===== config.mk =====
export PLATFORM = sky130hd
export DESIGN_NAME = mdio_master
export DESIGN_NICKNAME = d
export VERILOG_FILES = /design/src/rtl/mdio_pkg.sv /design/src/rtl/mdio_clkdiv.sv /design/src/rtl/mdio_frame_seq.sv /design/src/rtl/mdio_regs.sv /design/src/rtl/mdio_master.sv
export SDC_FILE = /design/constraint.sdc
export NUM_CORES = 1
export LEC_CHECK = 0
export BUFFER_PORTS_ARGS = -buffer_cell sky130_fd_sc_hd__buf_2
export CAP_MARGIN = 20
export CORE_UTILIZATION = 49
export CTS_CLUSTER_DIAMETER = 40
export DETAILED_ROUTE_END_ITERATION = 7
export GPL_TIMING_DRIVEN = 0
export PLACE_DENSITY = 0.71
export SLEW_MARGIN = 30
export SYNTH_ARGS = -nofsm -noshare
export SYNTH_HDL_FRONTEND = slang
export SYNTH_HIERARCHICAL = 1
export SYNTH_SLANG_ARGS = --single-unit

===== constraint.sdc =====
create_clock -name clk -period 3.37 [get_ports clk]
set_input_delay 0.5055 -clock clk [delete_from_list [all_inputs] [get_ports clk]]
set_output_delay 0.5055 -clock clk [all_outputs]
set_load 0.05 [all_outputs]

===== src/rtl/mdio_pkg.sv =====
// Package: shared register indices, frame geometry and the divider table
// for the MDIO management master. Assumes word-aligned register access.
package mdio_pkg;
    localparam int REG_AW     = 5;
    localparam int DIV_W      = 3;
    localparam int CNT_W      = 4;
    localparam int FRAME_BITS = 64;
    localparam int TA_BIT     = 46;
    localparam int DATA_BIT   = 48;
    localparam int FRM_IDX_W  = $clog2(FRAME_BITS);

    localparam logic [2:0] IDX_CFG = 3'd0;
    localparam logic [2:0] IDX_CMD = 3'd1;
    localparam logic [2:0] IDX_ADR = 3'd2;
    localparam logic [2:0] IDX_WDT = 3'd3;
    localparam logic [2:0] IDX_RDT = 3'd4;
    localparam logic [2:0] IDX_IND = 3'd5;

    // Half of the MDC period, in system clocks, for each divider code.
    function automatic logic [CNT_W-1:0] half_div(input logic [DIV_W-1:0] sel);
        case (sel)
            3'd0, 3'd1: half_div = 4'd2;
            3'd2:       half_div = 4'd3;
            3'd3:       half_div = 4'd4;
            3'd4:       half_div = 4'd5;
            3'd5:       half_div = 4'd7;
            3'd6:       half_div = 4'd10;
            default:    half_div = 4'd14;
        endcase
    endfunction
endpackage


===== src/rtl/mdio_clkdiv.sv =====
// MDC generator: while run is high, toggles mdc every half period.
// Emits single-cycle rise/fall strobes on the clock where mdc changes.
// Assumes sel may change at any time; the >= compare tolerates a shrink.
module mdio_clkdiv
    import mdio_pkg::*;
(
    input  logic             clk,
    input  logic             rst_n,
    input  logic             run,
    input  logic [DIV_W-1:0] sel,
    output logic             mdc,
    output logic             rise,
    output logic             fall
);
    logic [CNT_W-1:0] cnt;
    logic             wrap;

    assign wrap = run && (cnt >= (half_div(sel) - 4'd1));
    assign rise = wrap && !mdc;
    assign fall = wrap && mdc;

    // Count half periods and toggle mdc; hold everything low while idle.
    always_ff @(posedge clk) begin
        if (!rst_n || !run) begin
            cnt <= '0;
            mdc <= 1'b0;
        end else if (wrap) begin
            cnt <= '0;
            mdc <= ~mdc;
        end else begin
            cnt <= cnt + 4'd1;
        end
    end
endmodule


===== src/rtl/mdio_frame_seq.sv =====
// Frame sequencer: loads a 64-bit frame on a start strobe and shifts it
// out one bit per falling MDC edge. For reads, it releases the line from
// the turnaround onward and samples data on rising edges.
// Assumes start_wr and start_rd are never high together.
module mdio_frame_seq
    import mdio_pkg::*;
(
    input  logic        clk,
    input  logic        rst_n,
    input  logic        abort,
    input  logic        start_wr,
    input  logic        start_rd,
    input  logic [4:0]  phy,
    input  logic [4:0]  regn,
    input  logic [15:0] wdata,
    input  logic        rise,
    input  logic        fall,
    input  logic        mdio_i,
    output logic        busy,
    output logic        notvalid,
    output logic [15:0] rd_data,
    output logic        mdio_o,
    output logic        mdio_oe
);
    logic [FRAME_BITS-1:0] shreg;
    logic [FRM_IDX_W-1:0]  bitk;
    logic                  is_rd;
    logic [15:0]           rx;
    logic                  last;

    assign last    = fall && (bitk == FRM_IDX_W'(FRAME_BITS - 1));
    assign mdio_o  = busy ? shreg[FRAME_BITS-1] : 1'b1;
    assign mdio_oe = busy && !(is_rd && (bitk >= FRM_IDX_W'(TA_BIT)));

    // Frame control: start, shift on falling MDC, finish or abort.
    always_ff @(posedge clk) begin
        if (!rst_n) begin
            busy     <= 1'b0;
            notvalid <= 1'b0;
            is_rd    <= 1'b0;
            bitk     <= '0;
            shreg    <= '1;
            rd_data  <= '0;
        end else if (abort) begin
            busy     <= 1'b0;
            notvalid <= 1'b0;
        end else if (!busy && (start_wr || start_rd)) begin
            busy     <= 1'b1;
            is_rd    <= start_rd;
            notvalid <= start_rd;
            bitk     <= '0;
            shreg    <= {32'hFFFF_FFFF, 2'b01, (start_rd ? 2'b10 : 2'b01),
                         phy, regn, 2'b10, (start_rd ? 16'h0000 : wdata)};
        end else if (busy && fall) begin
            bitk  <= bitk + 1'b1;
            shreg <= {shreg[FRAME_BITS-2:0], 1'b1};
            if (last) begin
                busy <= 1'b0;
                if (is_rd) begin
                    notvalid <= 1'b0;
                    rd_data  <= rx;
                end
            end
        end
    end

    // Sample the read data on rising MDC during the data phase.
    always_ff @(posedge clk) begin
        if (!rst_n) begin
            rx <= '0;
        end else if (busy && is_rd && rise && (bitk >= FRM_IDX_W'(DATA_BIT))) begin
            rx <= {rx[14:0], mdio_i};
        end
    end
endmodule


===== src/rtl/mdio_regs.sv =====
// Register bank: decodes word writes, holds configuration, command,
// address and write data, and turns bus writes into start/abort strobes.
// Assumes a single-cycle write strobe; reads are combinational.
module mdio_regs
    import mdio_pkg::*;
#(
    parameter logic [DIV_W-1:0] DIV_RESET = 3'd7
) (
    input  logic              clk,
    input  logic              rst_n,
    input  logic              we,
    input  logic [REG_AW-1:0] addr,
    input  logic [31:0]       wdata,
    input  logic              busy,
    input  logic              notvalid,
    input  logic [15:0]       rd_data,
    output logic [31:0]       rdata,
    output logic [DIV_W-1:0]  div_sel,
    output logic [4:0]        phy,
    output logic [4:0]        regn,
    output logic              start_wr,
    output logic              start_rd,
    output logic              abort
);
    logic [2:0]  idx;
    logic        cmd_bit;
    logic [15:0] wr_q;
    logic        unused_bits;

    assign idx         = addr[4:2];
    assign unused_bits = ^{addr[1:0], wdata[30:16]};
    assign abort       = we && (idx == IDX_CFG) && wdata[31];
    assign start_wr    = we && (idx == IDX_WDT) && !busy;
    assign start_rd    = we && (idx == IDX_CMD) && wdata[0] && !cmd_bit && !busy;

    // Hold the software-written registers.
    always_ff @(posedge clk) begin
        if (!rst_n) begin
            div_sel <= DIV_RESET;
            cmd_bit <= 1'b0;
            phy     <= '0;
            regn    <= '0;
            wr_q    <= '0;
        end else if (we) begin
            case (idx)
                IDX_CFG: div_sel <= wdata[DIV_W-1:0];
                IDX_CMD: cmd_bit <= wdata[0];
                IDX_ADR: begin
                    phy  <= wdata[12:8];
                    regn <= wdata[4:0];
                end
                IDX_WDT: if (!busy) wr_q <= wdata[15:0];
                default: ;
            endcase
        end
    end

    // Read multiplexer.
    always_comb begin
        case (idx)
            IDX_CFG: rdata = {{(32-DIV_W){1'b0}}, div_sel};
            IDX_CMD: rdata = {31'd0, cmd_bit};
            IDX_ADR: rdata = {19'd0, phy, 3'd0, regn};
            IDX_WDT: rdata = {16'd0, wr_q};
            IDX_RDT: rdata = {16'd0, rd_data};
            IDX_IND: rdata = {29'd0, notvalid, 1'b0, busy};
            default: rdata = 32'd0;
        endcase
    end
endmodule


===== src/rtl/mdio_master.sv =====
// Top: MDIO management master. Connects the register bank, the MDC
// divider and the frame sequencer. The pad tristate is built outside.
module mdio_master
    import mdio_pkg::*;
#(
    parameter logic [DIV_W-1:0] DIV_RESET = 3'd7
) (
    input  logic              clk,
    input  logic              rst_n,
    input  logic              reg_we,
    input  logic [REG_AW-1:0] reg_addr,
    input  logic [31:0]       reg_wdata,
    output logic [31:0]       reg_rdata,
    output logic              mdc,
    input  logic              mdio_i,
    output logic              mdio_o,
    output logic              mdio_oe
);
    logic             busy, notvalid, start_wr, start_rd, abort, rise, fall;
    logic [15:0]      rd_data;
    logic [DIV_W-1:0] div_sel;
    logic [4:0]       phy, regn;

    mdio_regs #(.DIV_RESET(DIV_RESET)) u_regs (
        .clk(clk), .rst_n(rst_n), .we(reg_we), .addr(reg_addr), .wdata(reg_wdata),
        .busy(busy), .notvalid(notvalid), .rd_data(rd_data), .rdata(reg_rdata),
        .div_sel(div_sel), .phy(phy), .regn(regn),
        .start_wr(start_wr), .start_rd(start_rd), .abort(abort)
    );

    mdio_clkdiv u_div (
        .clk(clk), .rst_n(rst_n), .run(busy), .sel(div_sel),
        .mdc(mdc), .rise(rise), .fall(fall)
    );

    mdio_frame_seq u_seq (
        .clk(clk), .rst_n(rst_n), .abort(abort), .start_wr(start_wr),
        .start_rd(start_rd), .phy(phy), .regn(regn), .wdata(reg_wdata[15:0]),
        .rise(rise), .fall(fall), .mdio_i(mdio_i), .busy(busy),
        .notvalid(notvalid), .rd_data(rd_data), .mdio_o(mdio_o), .mdio_oe(mdio_oe)
    );
endmodule


# Word level (Yosys, flattened, before mapping)

Cells that the tools add are included.

Add/sub/neg operators: 3
$lt $le $gt $ge: 3
Equal/unequal tests: 12
Mux-type cells: 16
Bitwise operators: 5
Reductions and logical operators: 43

Operators with widths:

| cell                                                               | count |
|---|---|
| 64-bit two-way mux                                                 | 2 |
| 16-bit one-hot mux with 6 select lines                             | 1 |
| 4-bit one-hot mux with 6 select lines                              | 1 |
| 1-bit logical AND                                                  | 19 |
| 16-bit two-way mux                                                 | 1 |
| 3-bit == test, second input constant                               | 5 |
| 3-bit by 2-bit == test with 1-bit output, second input constant    | 4 |
| 6-bit >= comparator, second input constant                         | 2 |
| 6-bit two-way mux                                                  | 2 |
| 2-bit AND reduction                                                | 6 |
| 1-bit two-way mux                                                  | 8 |
| 6-bit by 1-bit adder with 6-bit output, second input constant      | 1 |
| 3-bit by 1-bit == test with 1-bit output, second input constant    | 2 |
| 6-bit == test, second input constant                               | 1 |
| 3-bit logical NOT                                                  | 2 |
| 3-bit AND reduction                                                | 2 |
| 2-bit nonzero test                                                 | 3 |
| 2-bit OR reduction                                                 | 3 |
| 1-bit logical NOT                                                  | 5 |
| 1-bit NOT                                                          | 5 |
| 5-bit AND reduction                                                | 1 |
| 4-bit by 1-bit adder with 4-bit output, second input constant      | 1 |
| 4-bit >= comparator                                                | 1 |
| 4-bit by 1-bit subtractor with 4-bit output, second input constant | 1 |
| 2 further kinds                                                    | 3 |

Flip-flop bits (word level): 140

# Logic depth before layout (Yosys ltp)

Gate-level depths: netlist of the first run.

Depth in word-level cells: 11
Mapped depth: 14
Mapped depth without buffers: 12

# Cells and area by module

Netlist of the first run, hierarchy kept.

Modules (own cells, without submodules):

| module         | times used | cells each | area each (um^2) | sequential area each (um^2) |
|---|---|---|---|---|
| mdio_frame_seq | 1          | 439        | 4,100.2          | 2,102.0 |
| mdio_regs      | 1          | 200        | 1,745.4          | 600.6 |
| mdio_clkdiv    | 1          | 38         | 377.9            | 100.1 |

# Worst setup path after synthesis of the first run

Ideal clock, no wire load.

Path kind: reg2reg
Start point: reg u_regs.div_sel[2]
End point: reg u_seq.bitk[5]
Setup time: 0.070 ns
Arrival time: 3.018 ns
Required time: 3.300 ns
Slack: 0.281 ns
Cell stages (with the launch flop): 14
Cell sequence: dfxtp_1 -> nand2b_1 -> o21a_1 -> ha_1 -> xnor2_1 -> ha_1 -> o21ai_0 -> a21oi_2 -> and3_1 -> nor2b_4 -> or3_1 -> buf_2 -> or4_1 -> a21oi_1

Cells in the longest elaborated chain, start to end: 10
Elaborated cells between the ends (all ways): 16
Those cells by class: add/sub (1); order compare (1); eq/ne (6); mux (1); reduce/logical (7)

RTL lines:

| item                                                                                 | line                 | source |
|---|---|---|
| start: declaration                                                                   | mdio_regs.sv:18      | `output logic [DIV_W-1:0] div_sel,` |
| start signal: assignment                                                             | mdio_regs.sv:46      | `IDX_CFG: div_sel <= wdata[DIV_W-1:0];` |
| 3-bit by 1-bit == test with 1-bit output / 3-bit logical NOT (equally long branches) | mdio_pkg.sv:21       | `case (sel)` |
| 2-bit OR reduction                                                                   | mdio_pkg.sv:21       |  |
| 4-bit one-hot mux with 6 select lines *                                              | mdio_pkg.sv:21       |  |
| 4-bit by 1-bit subtractor with 4-bit output *                                        | mdio_clkdiv.sv:18    | `assign wrap = run && (cnt >= (half_div(sel) - 4'd1));` |
| 4-bit >= comparator *                                                                | mdio_clkdiv.sv:18    |  |
| 1-bit logical AND *                                                                  | mdio_clkdiv.sv:18    |  |
| 1-bit logical AND *                                                                  | mdio_clkdiv.sv:20    | `assign fall = wrap && mdc;` |
| named net fall                                                                       | mdio_master.sv:19    | `logic busy, notvalid, start_wr, start_rd, abort, rise, fall;` |
| 1-bit logical AND *                                                                  | mdio_frame_seq.sv:54 | `end else if (busy && fall) begin` |
| 2-bit nonzero test (no source line) *                                                | n/a                  |  |
| 2-bit AND reduction (no source line) *                                               | n/a                  |  |
| end signal: assignment                                                               | mdio_frame_seq.sv:55 | `bitk <= bitk + 1'b1;` |
| end: declaration                                                                     | mdio_frame_seq.sv:26 | `logic [FRM_IDX_W-1:0] bitk;` |

The timed path passes the listed nets; every way through them passes the cells marked *.
A chain may end at the register's enable or synchronous reset.

# Worst setup path after layout of the first run

Same ends and word-level chain as after synthesis.

==> out/qor.csv, run 1 <==
metric,value,unit
coreArea,12200,um^2
grt_antenna_before_repair,0,
worst_path_largest_cell_delay,0.51,ns
synth_top_cell_area_share,0.450,
regToRegStartpoint,u_regs/div_sel[2],
avgRoutedWirePerCell,17.1,um
required,3.73,ns
synth_most_common_cell,dfxtp_1,
drv_slew,0,
dieHeight,115,um
crit_end,u_seq/bitk[5],
critical_path_depth,13,
drtIter0Drc,381,
fp-row-count,40,
ctsHoldBuffers,0,
cts_tree,yes,
port_buffers,41,
reg2reg_to,u_seq/bitk[5],
synth-adder-area-share,0.0161,
die_w,115,um
synth.yosys.seq_area_share,0.450,
p_per_area,549,nW/um^2
drive_gt1_frac,0.179,
grt-ovfl-total,0,
cp_num_buf_inv,1,
critPathLaunch,u_regs/div_sel[2],
muxShareOfSynthArea,0.0700,
via_per_inst,5.64,
wl,15900,um
hold_viol,0,
clock-sinks,140,
r2r_slack,0.13,ns
nNetsFinal,802,
hp-class,primary input to flop,
finalCritPeriodShare,0.962,
grt_first_pass_wirelength,25100,um
relSlewSlack,0.431,
async_reset_ff_frac,0,
fillers,1060,
synth_cell_type_count,63,
critical_path_class,flop to flop,
outcome,"finished, final reports clean",
synth_warnings,6,
synthCells,677,
synthXorXnorAreaFrac,0.00844,
min_period,3.24,ns
grt_pass1_vias,4929,
grtUsageTotal,0.253,
antenna_left,0,
synth-seq-cells,140,
vdd_drop_max,0.370,mV
yosys.area.top_type,dfxtp_1,
synth_top_cells_by_count,"140 x dfxtp_1, 134 x nand2_1, 39 x mux2i_1",
cp_cell_sequence,nand2b_1 -> o21a_1 -> ha_1 -> xnor2_1 -> ha_2 -> o21ai_0 -> a21oi_2 -> and3_4 -> nor2b_4 -> or3_1 -> buf_2 -> or4_1 -> a21oi_1,
clk_pin_slew,0.06,ns
instances_no_fill,933,
dp_slack,-0.347,ns
die-area,13200,um^2
setup_viol,0,
htree_levels,4,
p_leak,2.93,nW
syn_area_per_cell,9.19,um^2
synth-edff-count,0,
start_util,0.510,
finClkSkew,0.00727,ns
drc,0,
fmax,0.308,GHz
fin_tns_setup,0,ns
maxCapViolations,0,
cts_root_buffer,clkbuf_16,
vias,5264,
grt_max_degree,17,
path_delay_family,simple AND/OR/NAND/NOR gates,
synth.area.top_cells,"dfxtp_1 45%, nand2_1 8.1%, mux2i_1 6.3%, a221o_1 5.0%, o21ai_0 2.6%",
routabilityCongestion,0.869,
ys.flop_type,dfxtp_1,
antenna-diode-count,0,
synth_compound_area_frac,0.195,
dr.pass1.iters,5,
area_growth,18.8,%
worst_slack,0.127,ns
dp.cells,901,
io_pins,76,
cp_max_fo,10,
cts_buffer_depth,2,
dp_hpwl,11300,um
startpoint_type,flop,
synthSimpleGateAreaFrac,0.191,
crit_slowest_cell,or4_1,
arrival,3.60,ns
synth_top_family_by_area,compound AO/OA/AOI/OAI gates,
worstMarginPinSlew,0.854,ns
synth_area,6220,um^2
cts_made_buffers,17,
clk_latency,0.42,ns
r2r_cells,13,
critPathCaptureType,flop,
## where the power goes
part | leakage (nW) | internal [W] | switching (W)
Sequential | 1.14 | 0.00171 | 0.0000322
Clock | 0.304 | 0.00131 | 0.000674
Combinational | 1.49 | 0.000125 | 0.000212
## flip-flops by register name (all words and copies together) (netlist names), 3 cells and up
name / count
u_seq/shreg: 64
u_regs/wr_q: 16
u_seq/rd_data: 16
u_seq/rx: 16
u_seq/bitk: 6
u_regs/phy: 5
u_regs/regn: 5
u_div/cnt: 4
u_regs/div_sel: 3
## layout by cell type, fill, tap and decap left out, types with 4 or more instances in the layout
cell,count
nor2_1,22
xnor2_1,5
o21ai_1,5
nor3_1,4
a22o_1,7
buf_6,5
clkbuf_1,28
o2111a_1,5
a221o_1,31
clkbuf_2,10
bufinv_16,4
inv_1,9
conb_1,16
o22ai_1,4
nand2b_1,5
nand3_1,24
a221oi_1,9
a31oi_1,7
clkbuf_8,4
a21boi_1,11
a21oi_1,16
mux2i_1,39
ha_1,7
a21boi_0,15
buf_2,46
nor2b_1,9
a2bb2oi_1,4
clkbuf_16,17
nand2_1,134
dfxtp_1,140
buf_4,24
nor3b_1,11
o21ai_0,32
## how the worst min path moves through the flow
stage | to | cells after the start | startpoint | slack, ns
floorplan | u_seq/shreg[5] | 2 | u_seq/shreg[5] | 0.43
global placement | u_regs/wr_q[8] | 2 | u_regs/wr_q[8] | 0.44
detailed placement | u_regs/wr_q[3] | 2 | u_regs/wr_q[3] | 0.45
CTS | u_seq/rx[0] | 3 | mdio_i | 0.34
global route | u_regs/regn[1] | 3 | reg_wdata[1] | 0.36
finish | u_seq/rx[0] | 3 | mdio_i | 0.35
## logic make-up (layout without fill, tap and decap cells)
kind of cell | after synthesis | after routing
AO/OA/AOI/OAI | 161 | 161
other | 1 | 16
multiplexers | 42 | 42
XOR/XNOR | 6 | 6
AND/OR/NAND/NOR | 239 | 239
buffers and inverters | 80 | 153
adder cells (fa/ha/maj) | 8 | 8
flip-flops | 140 | 140
## worst min-delay path: stages
cell and delay, ns:
buf_2 0.10, nand2_1 0.05, a21boi_0 0.07
## per-stage QoR
stage	util	hold WS (ns)	area, um^2	power (W)
after detailed placement	0.548	0.450	6700	0.00210
after global placement	0.548	0.442	6700	0.00209
after CTS	0.601	0.337	7340	0.00407
after floorplan	-	0.431	6280	0.00201
final	0.605	0.349	7390	0.00406
after global routing	0.605	0.356	7390	0.00417
## per-layer routing
metal	wire length (um)	global-route usage
met1	7220	0.322
met2	7540	0.413
met5	0	0
met4	297	0.0996
met3	883	0.0630
## final cells by class
type / count / area (um^2) / area share
buffer: 68 / 403 / 0.0545
tap: 168 / 210 / 0.0284
inverter: 9 / 33.8 / 0.00457
sequential: 140 / 2800 / 0.379
timing repair buffer: 45 / 235 / 0.0318
clock inverter: 6 / 133 / 0.0179
multi-input combinational: 472 / 3080 / 0.417
clock buffer: 25 / 495 / 0.0670
## what timing repair did
| item | CTS | global route |
|---|---|---|
| endpoints found under the setup margin | 80 | 87 |
| gates resized for setup | 6 | 21 |
| hold endpoints to repair | 0 | 0 |
| buffers inserted | 1 | 3 |
| cloned | 0 | 0 |
| pin swaps | 1 | 4 |
Note: power is estimated with default switching activity, not from simulation.
==> inputs of run 2 (changes only) <==
Clock period 3.37 ns to 3.1 ns, I/O delays scaled along.
==> run 2 against run 1 <==
The run now ends with setup timing left. Core utilization is 1.8 points higher. Power is 9.2% higher. Clock-buffer cell count is the same. Register-to-register slack worse by 0.15 ns. Critical path type unchanged. Sequential share of layout area fell by 0.97 points. First-iteration DRC count is 6.3% higher. Combinational power rose by 15%. Critical path depth is 1 lower. Via count up 2.0%. Largest cell class unchanged.
==> out/qor.csv, run 2 (synthesis results as in run 1) <==
metric,value,unit
die-area,13200,um^2
fmax,0.320,GHz
setup_viol,20,
grtUsageTotal,0.257,
hold_viol,0,
worst_slack,-0.0218,ns
io_pins,76,
worst_path_largest_cell_delay,0.46,ns
crit_slowest_cell,or4_1,
outcome,"finished, violations left",
arrival,3.48,ns
cp_cell_sequence,nand2b_4 -> mux2i_1 -> ha_2 -> ha_1 -> a2111oi_4 -> a21oi_2 -> and3_4 -> nor2b_4 -> or3_4 -> buf_6 -> or4_1 -> a21oi_1,
final_cell_mix,"138 x dfxtp_1, 134 x nand2_1, 47 x buf_2, 39 x mux2i_1, 31 x a221o_1",
dp_hpwl,11300,um
coreArea,12200,um^2
critical_path_class,flop to flop,
die_w,115,um
grt-ovfl-total,0,
clk_latency,0.42,ns
p_leak,3.02,nW
required,3.45,ns
cts_made_buffers,17,
routabilityCongestion,0.869,
cp_max_fo,5,
grt_first_pass_wirelength,25500,um
cts_root_buffer,clkbuf_16,
layout_commonest_cell,dfxtp_1,
area_growth,22.2,%
fillers,1030,
finalCritPeriodShare,1.01,
via_per_inst,5.72,
cts_tree,yes,
htree_levels,4,
dp_slack,-0.617,ns
p_per_area,583,nW/um^2
largest_register_ffs,64,
vias,5369,
avgRoutedWirePerCell,17.6,um
finClkSkew,0.00620,ns
clock-sinks,140,
start_util,0.510,
relSlewSlack,0.296,
wl,16500,um
antenna-diode-count,0,
drv_slew,0,
min_period,3.12,ns
clk_pin_slew,0.06,ns
drc,0,
fp-row-count,40,
path_delay_family,simple AND/OR/NAND/NOR gates,
nNetsFinal,808,
port_buffers,41,
hp-class,primary input to flop,
power,0.00444,W
vdd_drop_max,0.404,mV
cp_num_buf_inv,1,
violations,setup timing,
critPathCaptureType,flop,
max_flop_register,u_seq/shreg,
startpoint_type,flop,
drive_gt1_frac,0.215,
cts_buffer_depth,2,
grt_pass1_vias,4999,
grt_max_degree,17,
drtIter0Drc,405,
dieHeight,115,um
antenna_left,0,
grt_antenna_before_repair,0,
maxCapViolations,0,
dr.pass1.iters,5,
rsz0062_at_grt,true,
worstMarginPinSlew,1.05,ns
[run 2: cell count changes in the layout (fill, tap and decap cells not counted), sizes merged]
| cell | delta |
|---|---|
| buf | +11 |
| clkbuf | -5 |
[run 2: worst min-delay path: cells and delay by family]
kind | cells | cell delay, ns
AND/OR/NAND/NOR | 1 | 0.05
AO/OA/AOI/OAI | 1 | 0.07
buffers and inverters | 1 | 0.10
[run 2: final timing paths]
kind / from / to / slack, ns / cells past startpoint
worst max-delay path: u_regs/div_sel[2] / u_seq/bitk[5] / -0.02 / 12
worst max register to register: u_regs/div_sel[2] / u_seq/bitk[5] / -0.02 / 12
worst min register to register: u_regs/wr_q[9] / u_regs/wr_q[9] / 0.46 / 2
worst min-delay path: mdio_i / u_seq/rx[0] / 0.32 / 3
[run 2: per-stage QoR]
stage	utilization	instance area (um^2)	TNS [ns]	instances	hold slack, ns
floorplan	-	6280	0	692	0.431
detailed placement	0.548	6700	-38.76	901	0.450
global route	0.623	7610	-6.58	939	0.314
finish	0.623	7610	-0.196	939	0.317
global placement	0.548	6700	-31.75	901	0.442
CTS	0.608	7430	-0.0321	932	0.296
[run 2: timing repair]
action                     CTS  global route
pin swaps                    5             7
setup endpoints to repair   93            84
gates resized for setup     34            39
setup buffers                3             5
cloned                       0             2
hold buffers                 0             0
[run 2: routing by layer]
metal	global-route usage	vias up	routed length (um)
met5	0	-	0
met4	0.106	0	236
met3	0.0646	25	909
met2	0.425	188	8000
met1	0.320	2614	7360
li1	-	2542	-
[run 2: area by class of cell]
| cell class | count | area [um^2] | area share |
|---|---|---|---|
| Buffer | 68 | 448 | 0.0589 |
| Timing Repair Buffer | 51 | 282 | 0.0370 |
| Multi-Input combinational cell | 472 | 3200 | 0.420 |
| Clock inverter | 6 | 133 | 0.0174 |
| Clock buffer | 25 | 495 | 0.0651 |
| Sequential cell | 140 | 2810 | 0.369 |
| Tap cell | 168 | 210 | 0.0276 |
| Inverter | 9 | 33.8 | 0.00444 |
[run 2: report_power, final]
group	total (W)	leakage [nW]	internal (W)	switching, W
sequential	0.00189	1.14	0.00185	0.0000363
clock	0.00216	0.304	0.00143	0.000731
combinational	0.000389	1.58	0.000148	0.000241
